File: src/rtl/bpd_pkg.sv
// Shared types for the bipolar decoder.
// Assumes: one slot per received bit period, polarity 0 = positive rail.
package bpd_pkg;

    typedef enum logic [1:0] {
        MODE_TRANSP = 2'b00,
        MODE_AMI    = 2'b01,
        MODE_B8ZS   = 2'b10,
        MODE_HDB3   = 2'b11
    } bpd_mode_e;

    // One received symbol held in the delay line
    typedef struct packed {
        logic mark;   // a pulse on at least one rail
        logic both;   // pulses on both rails
        logic pol;    // 0 positive, 1 negative (valid when mark and not both)
        logic sub;    // pulse belongs to a recognised substitution
    } bpd_slot_t;

    // A clean single-rail pulse that is not yet part of a substitution
    function automatic logic slot_single(input bpd_slot_t s);
        return s.mark && !s.both && !s.sub;
    endfunction

    function automatic logic slot_empty(input bpd_slot_t s);
        return !s.mark;
    endfunction

endpackage

File: src/rtl/bpd_subst_match.sv
// Combinational search for zero-substitution patterns in the delay line.
// Slot 0 is the newest symbol, slot DEPTH-1 the oldest.
// Assumes DEPTH >= 8. p_ref is the polarity of the last pulse that has
// already left the line.
module bpd_subst_match
    import bpd_pkg::*;
#(
    parameter int DEPTH    = 8,
    parameter bit HAS_B8ZS = 1'b1,
    parameter bit HAS_HDB3 = 1'b1
) (
    input  bpd_slot_t [DEPTH-1:0] line,
    input  logic                  p_ref,
    input  logic                  en_b8zs,
    input  logic                  en_hdb3,
    output logic [DEPTH-1:0]      sub_mask
);

    localparam int HD_SPAN = 4;
    localparam logic [DEPTH-1:0] B8_BITS = DEPTH'(8'b0001_1011);
    localparam logic [DEPTH-1:0] HD_V    = DEPTH'(4'b0001);
    localparam logic [DEPTH-1:0] HD_BV   = DEPTH'(4'b1001);

    logic [DEPTH-1:0] mask_b8;
    logic [DEPTH-1:0] mask_hd;

    generate
        if (HAS_B8ZS) begin : g_b8
            logic hit8;
            // Eight-zero pattern: empties at 7,6,5,2; V,B at 4,3; V,B at 1,0
            always_comb begin
                hit8 = slot_empty(line[7]) && slot_empty(line[6]) &&
                       slot_empty(line[5]) && slot_empty(line[2]) &&
                       slot_single(line[4]) && (line[4].pol == p_ref) &&
                       slot_single(line[3]) && (line[3].pol != p_ref) &&
                       slot_single(line[1]) && (line[1].pol != p_ref) &&
                       slot_single(line[0]) && (line[0].pol == p_ref);
                mask_b8 = (en_b8zs && hit8) ? B8_BITS : '0;
            end
        end else begin : g_no_b8
            assign mask_b8 = '0;
        end

        if (HAS_HDB3) begin : g_hd
            logic prev_pol;
            logic hit_v;
            logic hit_bv;
            // Four-zero patterns: 0,0,0,V and B,0,0,V in slots 3..0
            always_comb begin
                prev_pol = p_ref;
                for (int i = DEPTH - 1; i >= HD_SPAN; i--) begin
                    if (line[i].mark && !line[i].both) prev_pol = line[i].pol;
                end
                hit_v  = slot_empty(line[3]) && slot_empty(line[2]) &&
                         slot_empty(line[1]) && slot_single(line[0]) &&
                         (line[0].pol == prev_pol);
                hit_bv = slot_single(line[3]) && (line[3].pol != prev_pol) &&
                         slot_empty(line[2]) && slot_empty(line[1]) &&
                         slot_single(line[0]) && (line[0].pol == line[3].pol);
                if (!en_hdb3)    mask_hd = '0;
                else if (hit_v)  mask_hd = HD_V;
                else if (hit_bv) mask_hd = HD_BV;
                else             mask_hd = '0;
            end
        end else begin : g_no_hd
            assign mask_hd = '0;
        end
    endgenerate

    assign sub_mask = mask_b8 | mask_hd;

endmodule

File: src/rtl/bpd_delay_line.sv
// Fixed-length symbol delay line. New symbols enter at slot 0. Any
// substitution found after the shift tags its pulses before storage.
// Assumes bit_en is a single-cycle strobe per bit period.
module bpd_delay_line
    import bpd_pkg::*;
#(
    parameter int DEPTH    = 8,
    parameter bit HAS_B8ZS = 1'b1,
    parameter bit HAS_HDB3 = 1'b1
) (
    input  logic      clk,
    input  logic      rst_n,
    input  logic      bit_en,
    input  logic      rx_pos,
    input  logic      rx_neg,
    input  logic      p_ref,
    input  logic      en_b8zs,
    input  logic      en_hdb3,
    output bpd_slot_t head
);

    bpd_slot_t [DEPTH-1:0] line_q;
    bpd_slot_t [DEPTH-1:0] shifted;
    bpd_slot_t [DEPTH-1:0] line_d;
    bpd_slot_t             in_slot;
    logic [DEPTH-1:0]      sub_mask;

    // Encode the two rails into a slot and form the shifted line
    always_comb begin
        in_slot.mark = rx_pos | rx_neg;
        in_slot.both = rx_pos & rx_neg;
        in_slot.pol  = rx_neg & ~rx_pos;
        in_slot.sub  = 1'b0;
        shifted      = {line_q[DEPTH-2:0], in_slot};
    end

    bpd_subst_match #(
        .DEPTH    (DEPTH),
        .HAS_B8ZS (HAS_B8ZS),
        .HAS_HDB3 (HAS_HDB3)
    ) u_match (
        .line     (shifted),
        .p_ref    (p_ref),
        .en_b8zs  (en_b8zs),
        .en_hdb3  (en_hdb3),
        .sub_mask (sub_mask)
    );

    // Tag matched pulses as substituted
    always_comb begin
        for (int i = 0; i < DEPTH; i++) begin
            line_d[i]     = shifted[i];
            line_d[i].sub = shifted[i].sub | sub_mask[i];
        end
    end

    // Advance the line once per bit period
    always_ff @(posedge clk) begin
        if (!rst_n)      line_q <= '0;
        else if (bit_en) line_q <= line_d;
    end

    assign head = line_q[DEPTH-1];

endmodule

File: src/rtl/bpd_bpv_track.sv
// Decodes the symbol leaving the delay line, tracks the last pulse polarity,
// and drives the violation strobe and sticky status.
// Assumes: substituted pulses still update the polarity reference.
module bpd_bpv_track
    import bpd_pkg::*;
(
    input  logic      clk,
    input  logic      rst_n,
    input  logic      bit_en,
    input  logic      coder_on,
    input  logic      viol_clr,
    input  bpd_slot_t head,
    output logic      p_next,
    output logic      dec_bit,
    output logic      data_q,
    output logic      strobe_q,
    output logic      sticky_q
);

    logic pol_q;
    logic seen_q;
    logic viol;

    // Next polarity reference, decoded bit and violation decision
    always_comb begin
        p_next  = (head.mark && !head.both) ? head.pol : pol_q;
        dec_bit = head.mark && !head.sub;
        viol    = coder_on && head.mark && !head.sub &&
                  (head.both || (seen_q && (head.pol == pol_q)));
    end

    // Polarity reference and first-pulse flag
    always_ff @(posedge clk) begin
        if (!rst_n) begin
            pol_q  <= 1'b0;
            seen_q <= 1'b0;
        end else if (bit_en && head.mark && !head.both) begin
            pol_q  <= head.pol;
            seen_q <= 1'b1;
        end
    end

    // Output data and one-bit-period strobe
    always_ff @(posedge clk) begin
        if (!rst_n) begin
            data_q   <= 1'b0;
            strobe_q <= 1'b0;
        end else if (bit_en) begin
            data_q   <= dec_bit;
            strobe_q <= viol;
        end
    end

    // Sticky status: a new violation wins over a clear
    always_ff @(posedge clk) begin
        if (!rst_n)               sticky_q <= 1'b0;
        else if (bit_en && viol)  sticky_q <= 1'b1;
        else if (viol_clr)        sticky_q <= 1'b0;
    end

endmodule

File: src/rtl/bpd_ais_mon.sv
// All-ones alarm monitor. It counts decoded zeros over fixed windows of
// bit periods and updates the alarm at each window end.
// Assumes dec_bit is valid on every bit_en.
module bpd_ais_mon #(
    parameter int WIN_LEN  = 2048,
    parameter int ZERO_MIN = 3
) (
    input  logic clk,
    input  logic rst_n,
    input  logic bit_en,
    input  logic dec_bit,
    input  logic coder_on,
    output logic alarm
);

    localparam int CW = (WIN_LEN > 1) ? $clog2(WIN_LEN) : 1;
    localparam int ZW = $clog2(ZERO_MIN + 1);
    localparam logic [CW-1:0] WIN_LAST = CW'(WIN_LEN - 1);
    localparam logic [ZW-1:0] Z_SAT    = ZW'(ZERO_MIN);

    logic [CW-1:0] win_q;
    logic [ZW-1:0] zeros_q;
    logic [ZW-1:0] zeros_d;
    logic          alarm_q;

    // Saturating zero count including the current bit
    always_comb begin
        zeros_d = zeros_q;
        if (!dec_bit && (zeros_q < Z_SAT)) zeros_d = zeros_q + 1'b1;
    end

    // Window position, zero count and alarm decision
    always_ff @(posedge clk) begin
        if (!rst_n) begin
            win_q   <= '0;
            zeros_q <= '0;
            alarm_q <= 1'b0;
        end else if (bit_en) begin
            if (win_q == WIN_LAST) begin
                win_q   <= '0;
                zeros_q <= '0;
                alarm_q <= (zeros_d < Z_SAT);
            end else begin
                win_q   <= win_q + 1'b1;
                zeros_q <= zeros_d;
            end
        end
    end

    assign alarm = alarm_q & coder_on;

endmodule

File: src/rtl/bipolar_decoder.sv
// Top level of the bipolar line decoder. It joins the delay line with
// pattern search, the violation tracker and the all-ones monitor.
// Assumes rails and mode are synchronous to clk and bit_en pulses at
// most once per bit period.
module bipolar_decoder
    import bpd_pkg::*;
#(
    parameter int DEPTH    = 8,
    parameter int WIN_LEN  = 2048,
    parameter int ZERO_MIN = 3
) (
    input  logic       clk,
    input  logic       rst_n,
    input  logic       bit_en,
    input  logic       rx_pos,
    input  logic       rx_neg,
    input  logic [1:0] mode,
    input  logic       viol_clr,
    output logic       rx_data,
    output logic       bpv_strobe,
    output logic       bpv_sticky,
    output logic       ais_alarm
);

    bpd_mode_e mode_e;
    logic      coder_on;
    logic      en_b8zs;
    logic      en_hdb3;
    logic      p_next;
    logic      dec_bit;
    bpd_slot_t head;

    // Mode decode
    always_comb begin
        mode_e   = bpd_mode_e'(mode);
        coder_on = (mode_e != MODE_TRANSP);
        en_b8zs  = (mode_e == MODE_B8ZS);
        en_hdb3  = (mode_e == MODE_HDB3);
    end

    bpd_delay_line #(
        .DEPTH    (DEPTH),
        .HAS_B8ZS (1'b1),
        .HAS_HDB3 (1'b1)
    ) u_line (
        .clk     (clk),
        .rst_n   (rst_n),
        .bit_en  (bit_en),
        .rx_pos  (rx_pos),
        .rx_neg  (rx_neg),
        .p_ref   (p_next),
        .en_b8zs (en_b8zs),
        .en_hdb3 (en_hdb3),
        .head    (head)
    );

    bpd_bpv_track u_bpv (
        .clk      (clk),
        .rst_n    (rst_n),
        .bit_en   (bit_en),
        .coder_on (coder_on),
        .viol_clr (viol_clr),
        .head     (head),
        .p_next   (p_next),
        .dec_bit  (dec_bit),
        .data_q   (rx_data),
        .strobe_q (bpv_strobe),
        .sticky_q (bpv_sticky)
    );

    bpd_ais_mon #(
        .WIN_LEN  (WIN_LEN),
        .ZERO_MIN (ZERO_MIN)
    ) u_ais (
        .clk      (clk),
        .rst_n    (rst_n),
        .bit_en   (bit_en),
        .dec_bit  (dec_bit),
        .coder_on (coder_on),
        .alarm    (ais_alarm)
    );

endmodule

File: config.mk
export PLATFORM = sky130hd
export DESIGN_NAME = bipolar_decoder
export DESIGN_NICKNAME = d
export VERILOG_FILES = /design/src/rtl/bpd_pkg.sv /design/src/rtl/bpd_subst_match.sv /design/src/rtl/bpd_delay_line.sv /design/src/rtl/bpd_bpv_track.sv /design/src/rtl/bpd_ais_mon.sv /design/src/rtl/bipolar_decoder.sv
export SDC_FILE = /design/constraint.sdc
export NUM_CORES = 1
export LEC_CHECK = 0
export BUFFER_PORTS_ARGS = -buffer_cell sky130_fd_sc_hd__buf_2
export CORE_MARGIN = 5
export CORE_UTILIZATION = 45
export DETAILED_ROUTE_END_ITERATION = 6
export GPL_TIMING_DRIVEN = 0
export SYNTH_ARGS = -nofsm -noshare
export SYNTH_HDL_FRONTEND = slang
export SYNTH_HIERARCHICAL = 1
export SYNTH_SLANG_ARGS = --single-unit
export TNS_END_PERCENT = 1
File: constraint.sdc
create_clock -name clk -period 2.5 [get_ports clk]
set_clock_uncertainty 0.15 [all_clocks]
set_input_delay 0.75 -clock clk [delete_from_list [all_inputs] [get_ports clk]]
set_output_delay 0.75 -clock clk [all_outputs]
set_load 0.02 [all_outputs]
After elaboration in Yosys (flattened, before gate mapping)
Cells that the tools add are included.
{"block": "totals", "out_inout_bits": 4, "regBits": 51, "wordCells": 146}
{"block": "op_classes", "n_addsub": 2, "n_mux": 14, "reduce_logical": 64, "bitwise": 13, "eq_ne": 11, "order_cmp": 2}
{"op": "logical AND 1 bit", "count": 41}
{"op": "zero test 1 bit", "count": 19}
{"op": "two-way mux 4 bit", "count": 3}
{"op": "adder 11 x 1 -> 11 bit (second input constant)", "count": 1}
{"op": "== test 11 bit (second input constant)", "count": 1}
{"op": "two-way mux 11 bit", "count": 1}
{"op": "bitwise OR 1 bit", "count": 8}
{"op": "bitwise OR 5 x 8 -> 8 bit", "count": 1}
{"op": "two-way mux 1 bit", "count": 7}
{"op": "== test 1 bit", "count": 5}
{"op": "two-way mux 5 bit", "count": 1}
{"op": "== test 2 bit (second input constant)", "count": 2}
{"op": "< comparator 2 bit (second input constant)", "count": 2}
{"op": "two-way mux 2 bit", "count": 2}
{"op": "nonzero test 2 bit", "count": 2}
{"op": "bitwise AND 1 bit", "count": 3}
{"op": "inequality test 1 bit", "count": 3}
{"op": "adder 2 x 1 -> 2 bit (second input constant)", "count": 1}
{"op": "AND reduction 2 bit", "count": 1}
{"op": "logical OR 1 bit", "count": 1}
{"op": "inverter 1 bit", "count": 1}

Depth between registers and ports, before layout
Gate-level depths: netlist (run 1).
{"block": "logic_depth", "ltp_word": 18, "depth_mapped": 10}

By module
Netlist (run 1), hierarchy kept.
{"module": "bpd_delay_line", "cells_each": 121, "n_inst": 1, "area_per_inst_um2": 1287.5, "seq_area_each_um2": 640.6}
{"module": "bpd_ais_mon", "cells_each": 74, "n_inst": 1, "area_per_inst_um2": 684.4, "seq_area_each_um2": 280.3}
{"module": "bpd_subst_match", "cells_each": 45, "n_inst": 1, "area_per_inst_um2": 300.3, "seq_area_each_um2": 0.0}
{"module": "bpd_bpv_track", "cells_each": 26, "n_inst": 1, "area_per_inst_um2": 246.5, "seq_area_each_um2": 100.1}
{"module": "bipolar_decoder", "cells_each": 3, "n_inst": 1, "area_per_inst_um2": 22.5, "seq_area_each_um2": 0.0}

Worst setup path before layout (run 1)
OpenSTA, ideal clock, no wires.
{"block": "synth_path", "path_kind": "in2reg", "from": "input port mode[0]", "to": "register u_line/line_q[12] (netlist name)", "n_path_buf": 0, "arrival_time_ps": 2217, "stages": 8, "slack_ps": 64, "t_required_ps": 2280, "path_cell_list": "and2b_2 > or4b_1 > nor4_1 > nand4_1 > nor3_2 > o21bai_1 > nor2_1 > a21oi_1"}
{"block": "synth_between", "elab_chain_len": 5, "word_cells_on_any_way": 7, "classes_between": "eq/ne (2); mux (2); bitwise (2); reduce/logical (1)"}
{"element": "start: declaration", "line_no": "bipolar_decoder.sv:17", "text": "input logic [1:0] mode,"}
{"element": "== test 2 bit", "line_no": "bipolar_decoder.sv:37", "text": "en_b8zs = (mode_e == MODE_B8ZS);"}
{"element": "logical AND 1 bit", "line_no": "bpd_subst_match.sv:38", "text": "mask_b8 = (en_b8zs && hit8) ? B8_BITS : '0;"}
{"element": "two-way mux 5 bit", "line_no": "bpd_subst_match.sv:38"}
{"element": "bitwise OR 5 x 8 -> 8 bit *", "line_no": "bpd_subst_match.sv:70", "text": "assign sub_mask = mask_b8 | mask_hd;"}
{"element": "net u_line.sub_mask[3]", "line_no": "bpd_delay_line.sv:26", "text": "logic [DEPTH-1:0] sub_mask;"}
{"element": "bitwise OR 1 bit *", "line_no": "bpd_delay_line.sv:53", "text": "line_d[i].sub = shifted[i].sub | sub_mask[i];"}
{"element": "end signal: assignment", "line_no": "bpd_delay_line.sv:60", "text": "else if (bit_en) line_q <= line_d;"}
{"element": "end: declaration", "line_no": "bpd_delay_line.sv:22", "text": "bpd_slot_t [DEPTH-1:0] line_q;"}
The timed path passes the listed nets; every way through them passes the cells marked *.
A chain may end at the register's enable or synchronous reset.

Worst setup path after layout (run 1)
{"block": "layout_path", "from": "input port mode[0]", "to": "output port ais_alarm"}
{"block": "layout_between", "elab_chain_len": 2}
{"element": "nonzero test 2 bit", "line_no": "bipolar_decoder.sv:36", "text": "coder_on = (mode_e != MODE_TRANSP);"}
{"element": "net coder_on", "line_no": "bipolar_decoder.sv:26", "text": "logic coder_on;"}
{"element": "bitwise AND 1 bit", "line_no": "bpd_ais_mon.sv:50", "text": "assign alarm = alarm_q & coder_on;"}
{"element": "end: declaration", "line_no": "bipolar_decoder.sv:22", "text": "output logic ais_alarm"}
The timed path passes the listed nets, and every way through them passes these cells.

==> flow_summary_export.csv, run 1 <==
group,metric,value,unit
clock_tree,cts_setup_buffers,0,
final_layout,final_cell_mix,"dfxtp_1 (51), nor2b_1 (28), nor2_1 (25), mux2i_1 (25), nand2_1 (12)",
timing,hold_viol,0,
worst_setup_path,cp.required,1.60,ns
global_routing,overflow,0,
final_layout,diodes,0,
final_layout,area_growth,11.1,%
run,drv_cap,0,
run_status,status,"finished, final reports clean",
yosys,yosys_most_used_dff,"dfxtp_1",
worst_setup_path,startpoint_type,"input port",
yosys,synthCells,269,
yosys,ys_ff_latch,51,
worst_setup_path,r2r_start,"u_line/head[3]",
route,top_layer_used,"met4",
yosys,syn_area,2540,µm²
worst_setup_path,reg2reg_slack,0.23,ns
floorplanning,dieHeight,85.1,µm
route,drt_wl_total,4490,µm
floorplanning,die_w,85.1,µm
global_routing,grt_pass1_vias,1698,
route,first_iter_violations,89,
placement,hpwl,3220,µm
clock_tree,path_clk_slew,0.09,ns
global_routing,track_usage,0.133,
yosys,synth_edf_count,0,
yosys,yosys_warnings,6,
pwr,power_leakage,0.00114,µW
yosys,seq_area_frac_synth,0.402,
worst_setup_path,crit_arrival,1.44,ns
timing,rsz0062_at_grt,"false",
min_path,hp-class,"register to register",
clock_tree,cts_tree,"built",
final_layout,utilization,0.513,
route,drt-met1-wl,2310,µm
floorplanning,die_area,7250,µm²
clock_tree,ctsHoldBuffers,0,
clock_tree,insertion_delay,0.30,ns
pwr,peakVddDrop,0.000302,V
floorplanning,core,5510,µm²
route,vias,1802,
clock_tree,root_buffer,"clkbuf_8",
clock_tree,cts.sinks,51,
global_routing,grt_pass1_wl,7990,µm
route,dr_wl_met3,159,µm
floorplanning,rows,27,
global_routing,grt_antenna_before_repair,0,
final_layout,drive_above_1_share,0.189,
yosys,synthArstFlopShare,0,
placement,place_area,2700,µm²
timing,fin_crit,2.34,ns
clock_tree,htreeDepth,2,
min_path,min_to,"u_bpv/seen_q",
final_layout,nets,300,
worst_setup_path,path_max_fanout,3,
route,firstDrtPassIters,4,
clock_tree,cts_made_buffers,5,
route,routedWlPerCell,12.4,µm
placement,gp_congestion,0.718,
route,postRouteAntennaNets,0,
timing,fin_crit_sh,0.934,
route,viasPerCell,4.96,
final_layout,multi_input_area,1340,µm²
worst_setup_path,rr_worst_depth,9,
worst_setup_path,end_kind,"output port",
floorplanning,initial_core_util,0.461,
placement,port_buffers,11,
timing,slew_violations,0,
worst_setup_path,rr_endpoint,"u_line/line_q[0]",
min_path,holdPathStages,2,
route,drc_errors,0,
timing,fmax,428,MHz
floorplanning,io_pins,12,
final_layout,register_area,1020,µm²
worst_setup_path,critPathKind,"input port to output port",
final_layout,n_fill_cell,529,
final_layout,final_cell_area,2820,µm²
yosys,syn_area_per_cell,9.45,µm²
route,met2WireLength,1960,µm
final_layout,final_common_cell,"dfxtp_1",
min_path,hp-start,"u_bpv/seen_q",
pwr,p_per_area,530,nW/µm²
global_routing,grt_max_degree,16,
yosys,synth_cell_types,54,
clock_tree,clockBufferDepth,2,
timing,setup_violations,0,
[cell type report]
| type | count | area share |
|---|---|---|
| Buffer | 19 | 0.0638 |
| Clock buffer | 7 | 0.0341 |
| Clock inverter | 1 | 0.00266 |
| Inverter | 8 | 0.0106 |
| Multi-Input combinational cell | 194 | 0.476 |
| Sequential cell | 51 | 0.362 |
| Tap cell | 72 | 0.0319 |
| Timing Repair Buffer | 11 | 0.0195 |
[sequential cells by signal (all words and copies together) (netlist names)]
register	cells
u_ais/alarm_q	1
u_ais/win_q	11
u_ais/zeros_q	2
u_bpv/data_q	1
u_bpv/pol_q	1
u_bpv/seen_q	1
u_bpv/sticky_q	1
u_bpv/strobe_q	1
u_line/head	4
u_line/line_d	21
u_line/line_q	7
[critical path, cell delays in order]
cell    delay (ns)
buf_2         0.10
or2_1         0.26
and2_1        0.16
buf_2         0.15
[synth_stat cells, drive strengths merged, types with 4 or more instances]
| cell | count | area, µm² |
|---|---|---|
| a21oi | 13 | 72.6 |
| and3 | 4 | 28.8 |
| buf | 16 | 168 |
| dfxtp | 51 | 1020 |
| inv | 8 | 30.0 |
| mux2i | 25 | 250 |
| nand2 | 12 | 45.0 |
| nand2b | 6 | 37.5 |
| nand3 | 4 | 20.0 |
| nand3b | 4 | 30.0 |
| nand4 | 9 | 71.3 |
| nor2 | 25 | 93.8 |
| nor2b | 28 | 175 |
| o21ai | 12 | 63.8 |
| xor2 | 8 | 70.1 |
[stage by stage]
step,total power [µW],hold slack [ns],setup TNS (ns),setup slack [ns],instances
global placement,993,0.298,-0.788,-0.231,355
finish,1500,0.313,0,0.165,363
floorplan,962,0.285,0,0.0636,272
CTS,1520,0.316,0,0.0476,363
detailed placement,995,0.302,-0.796,-0.230,355
global route,1580,0.364,0,0.0599,363
[worst max-delay path by stage]
stage,startpoint,end,slack [ns]
global route,mode[0],u_line/line_q[0],0.06
floorplan,mode[0],u_line/line_q[12],0.06
detailed placement,mode[0],u_line/line_q[12],-0.23
CTS,u_line/head[3],u_line/line_q[0],0.05
global placement,mode[0],u_line/line_q[12],-0.23
finish,mode[0],ais_alarm,0.16
[per-layer routing]
layer  GRT usage  up-vias
met4      0.0432        0
met3      0.0398        6
li1            -      948
met5           0        -
met2       0.201       19
met1       0.183      829
[what timing repair did]
item | in CTS | in global routing
gates resized for setup | 0 | 5
endpoints found under the hold margin | 0 | 0
endpoints found under the setup margin | 0 | 3
[logic make-up after synthesis]
| group | Yosys count | synth area share |
|---|---|---|
| DFF | 51 | 0.402 |
| other | 2 | 0.00296 |
| xor gates and xnor gates | 11 | 0.0379 |
| AOI/OAI and AO/OA | 32 | 0.0758 |
| adders and majority gates | 2 | 0.00985 |
| muxes | 28 | 0.112 |
| and+or+nand+nor | 116 | 0.277 |
| buffers and inverters | 27 | 0.0827 |
[power by group]
part / switching, µW / internal [µW] / total (µW)
logic: 65.1 / 65.5 / 131
clock network: 269 / 252 / 521
registers: 15.4 / 831 / 846
total: 349 / 1150 / 1500
Power figures use the tool's default switching activity.
==> run 2: changes to the inputs <==
--- a/config.mk
+++ b/config.mk
@@ -5,10 +5,11 @@
 export SDC_FILE = /design/constraint.sdc
 export NUM_CORES = 1
 export LEC_CHECK = 0
-export BUFFER_PORTS_ARGS = -buffer_cell sky130_fd_sc_hd__buf_2
+export CORE_ASPECT_RATIO = 0.9
 export CORE_MARGIN = 5
 export CORE_UTILIZATION = 45
 export DETAILED_ROUTE_END_ITERATION = 6
+export DONT_BUFFER_PORTS = 1
 export GPL_TIMING_DRIVEN = 0
 export SYNTH_ARGS = -nofsm -noshare
 export SYNTH_HDL_FRONTEND = slang
==> run 2 against run 1 <==
  * First-iteration DRC count down 10%
  * Clock-buffer cell count down 2
  * Clock power up 6.0%
  * Final area down 2.3%
  * Non-clock buffer count down 11
  * Power up 1.2%
  * Die area about the same
  * Worst setup slack better by 0.0053 ns
==> flow_summary_export.csv, run 2 (synthesis results as in run 1) <==
group,metric,value,unit
floorplanning,die_area,7250,µm²
route,vias,1755,
floorplanning,initial_core_util,0.454,
worst_setup_path,crit_slowest_cell,"or3_1",
pwr,power_leakage,0.00109,µW
final_layout,largest_reg_flops,21,
run_status,status,"finished, final reports clean",
route,routedWlPerCell,12.7,µm
worst_setup_path,crit_arrival,2.42,ns
floorplanning,die_w,89.2,µm
global_routing,grt_pass1_wl,7760,µm
worst_setup_path,end_kind,"register",
route,firstDrtPassIters,4,
placement,place_area,2640,µm²
clock_tree,cts_tree,"built",
run,drv_cap,0,
route,first_iter_violations,80,
timing,fmax,429,MHz
final_layout,n_fill_cell,552,
clock_tree,root_buffer,"clkbuf_8",
floorplanning,dieHeight,81.3,µm
worst_setup_path,cp.required,2.59,ns
worst_setup_path,cp_slowest_stage_delay,0.40,ns
clock_tree,ctsHoldBuffers,0,
final_layout,diodes,0,
worst_setup_path,cp_common_cell,"nor2b_1",
clock_tree,clockBufferDepth,2,
timing,setup_violations,0,
worst_setup_path,startpoint_type,"register",
final_layout,nets,289,
min_path,hp-start,"u_bpv/seen_q",
timing,slew_violations,0,
pwr,peakVddDrop,0.000366,V
clock_tree,insertion_delay,0.30,ns
worst_setup_path,path_max_fanout,4,
route,drt_wl_total,4430,µm
final_layout,final_cell_mix,"dfxtp_1 (51), nor2b_1 (28), nor2_1 (25), mux2i_1 (25), nand2_1 (12)",
clock_tree,htreeDepth,2,
clock_tree,path_clk_slew,0.09,ns
final_layout,final_cell_area,2760,µm²
floorplanning,core,5600,µm²
clock_tree,cts_setup_buffers,0,
global_routing,overflow,0,
pwr,p_per_area,550,nW/µm²
global_routing,grt_pass1_vias,1686,
global_routing,grt_antenna_before_repair,0,
timing,hold_viol,0,
worst_setup_path,rr_worst_depth,9,
floorplanning,rows,26,
min_path,hp-class,"register to register",
clock_tree,cts_made_buffers,5,
final_layout,area_growth,8.57,%
global_routing,grt_max_degree,16,
clock_tree,cts.sinks,51,
timing,fin_crit,2.33,ns
worst_setup_path,crit_chain,"buf_4, nor2b_1, mux2_2, a221oi_1, o21ai_1, or3_1, nand4b_1, mux2i_1, nor2b_1",
floorplanning,io_pins,12,
min_path,holdPathStages,2,
worst_setup_path,r2r_start,"u_line/head[3]",
final_layout,drive_above_1_share,0.147,
global_routing,track_usage,0.136,
final_layout,final_common_cell,"dfxtp_1",
timing,fin_crit_sh,0.932,
pwr,power,1520,µW
route,postRouteAntennaNets,0,
placement,hpwl,3220,µm
route,drc_errors,0,
clock_tree,cts_resized,0,
min_path,min_to,"u_bpv/seen_q",
placement,port_buffers,0,
worst_setup_path,rr_endpoint,"u_line/line_q[0]",
route,viasPerCell,5.03,
worst_setup_path,reg2reg_slack,0.17,ns
timing,rsz0062_at_grt,"false",
worst_setup_path,critPathKind,"register to register",
placement,gp_congestion,0.726,
run 2: cell types whose count changed in the layout (fill, tap and decap cells not counted), sizes merged:
cell    previous run  this run
bufinv             0         1
clkbuf            10         8
buf               27        16
run 2: worst max-delay path, delay by kind of cell, from the launching register on:
kind / cells / cell delay, ns
AOI/OAI and AO/OA: 2 / 0.47
buffers and inverters: 1 / 0.12
DFF: 1 / 0.34
muxes: 2 / 0.44
and+or+nand+nor: 4 / 0.75
run 2: report_power, final:
part           internal (µW)  switching, µW
Sequential               831           15.6
Clock                    292            260
Combinational           61.8           55.9
run 2: how the worst max path moves through the flow:
stage / end / slack, ns / depth (start not counted) / from
5_1_grt: u_line/line_q[16] / 0.0008 / 8 / mode[0]
2_1_floorplan: u_line/line_q[12] / 0.06 / 8 / mode[0]
4_1_cts: u_line/line_q[0] / 0.08 / 9 / u_line/head[3]
3_5_place_dp: u_line/line_q[12] / -0.13 / 8 / mode[0]
3_3_place_gp: u_line/line_q[12] / -0.15 / 8 / mode[0]
6_report: u_line/line_q[0] / 0.17 / 9 / u_line/head[3]
run 2: per-stage QoR:
stage / std cells / hold WS [ns] / util / TNS [ns] / setup slack, ns
after floorplan: 272 / 0.285 / - / 0 / 0.0636
after global placement: 342 / 0.300 / 0.472 / -0.461 / -0.150
after detailed placement: 342 / 0.309 / 0.472 / -0.369 / -0.127
after CTS: 349 / 0.323 / 0.491 / 0 / 0.0799
after global routing: 349 / 0.324 / 0.493 / 0 / 0.000820
final: 349 / 0.319 / 0.493 / 0 / 0.170
run 2: cell type report:
| cell class | count | area, µm² | area share |
|---|---|---|---|
| Buffer | 19 | 180 | 0.0653 |
| Clock buffer | 5 | 68.8 | 0.0249 |
| Clock inverter | 2 | 37.5 | 0.0136 |
| Inverter | 8 | 30.0 | 0.0109 |
| Multi-Input combinational cell | 194 | 1330 | 0.483 |
| Sequential cell | 51 | 1020 | 0.370 |
| Tap cell | 70 | 87.6 | 0.0317 |
run 2: metal layers:
layer | global-route usage | up-vias | wire length [µm]
li1 | - | 933 | -
met1 | 0.179 | 799 | 2270
met2 | 0.214 | 15 | 1960
met3 | 0.0304 | 8 | 118
met4 | 0.0536 | 0 | 82
met5 | 0 | - | 0
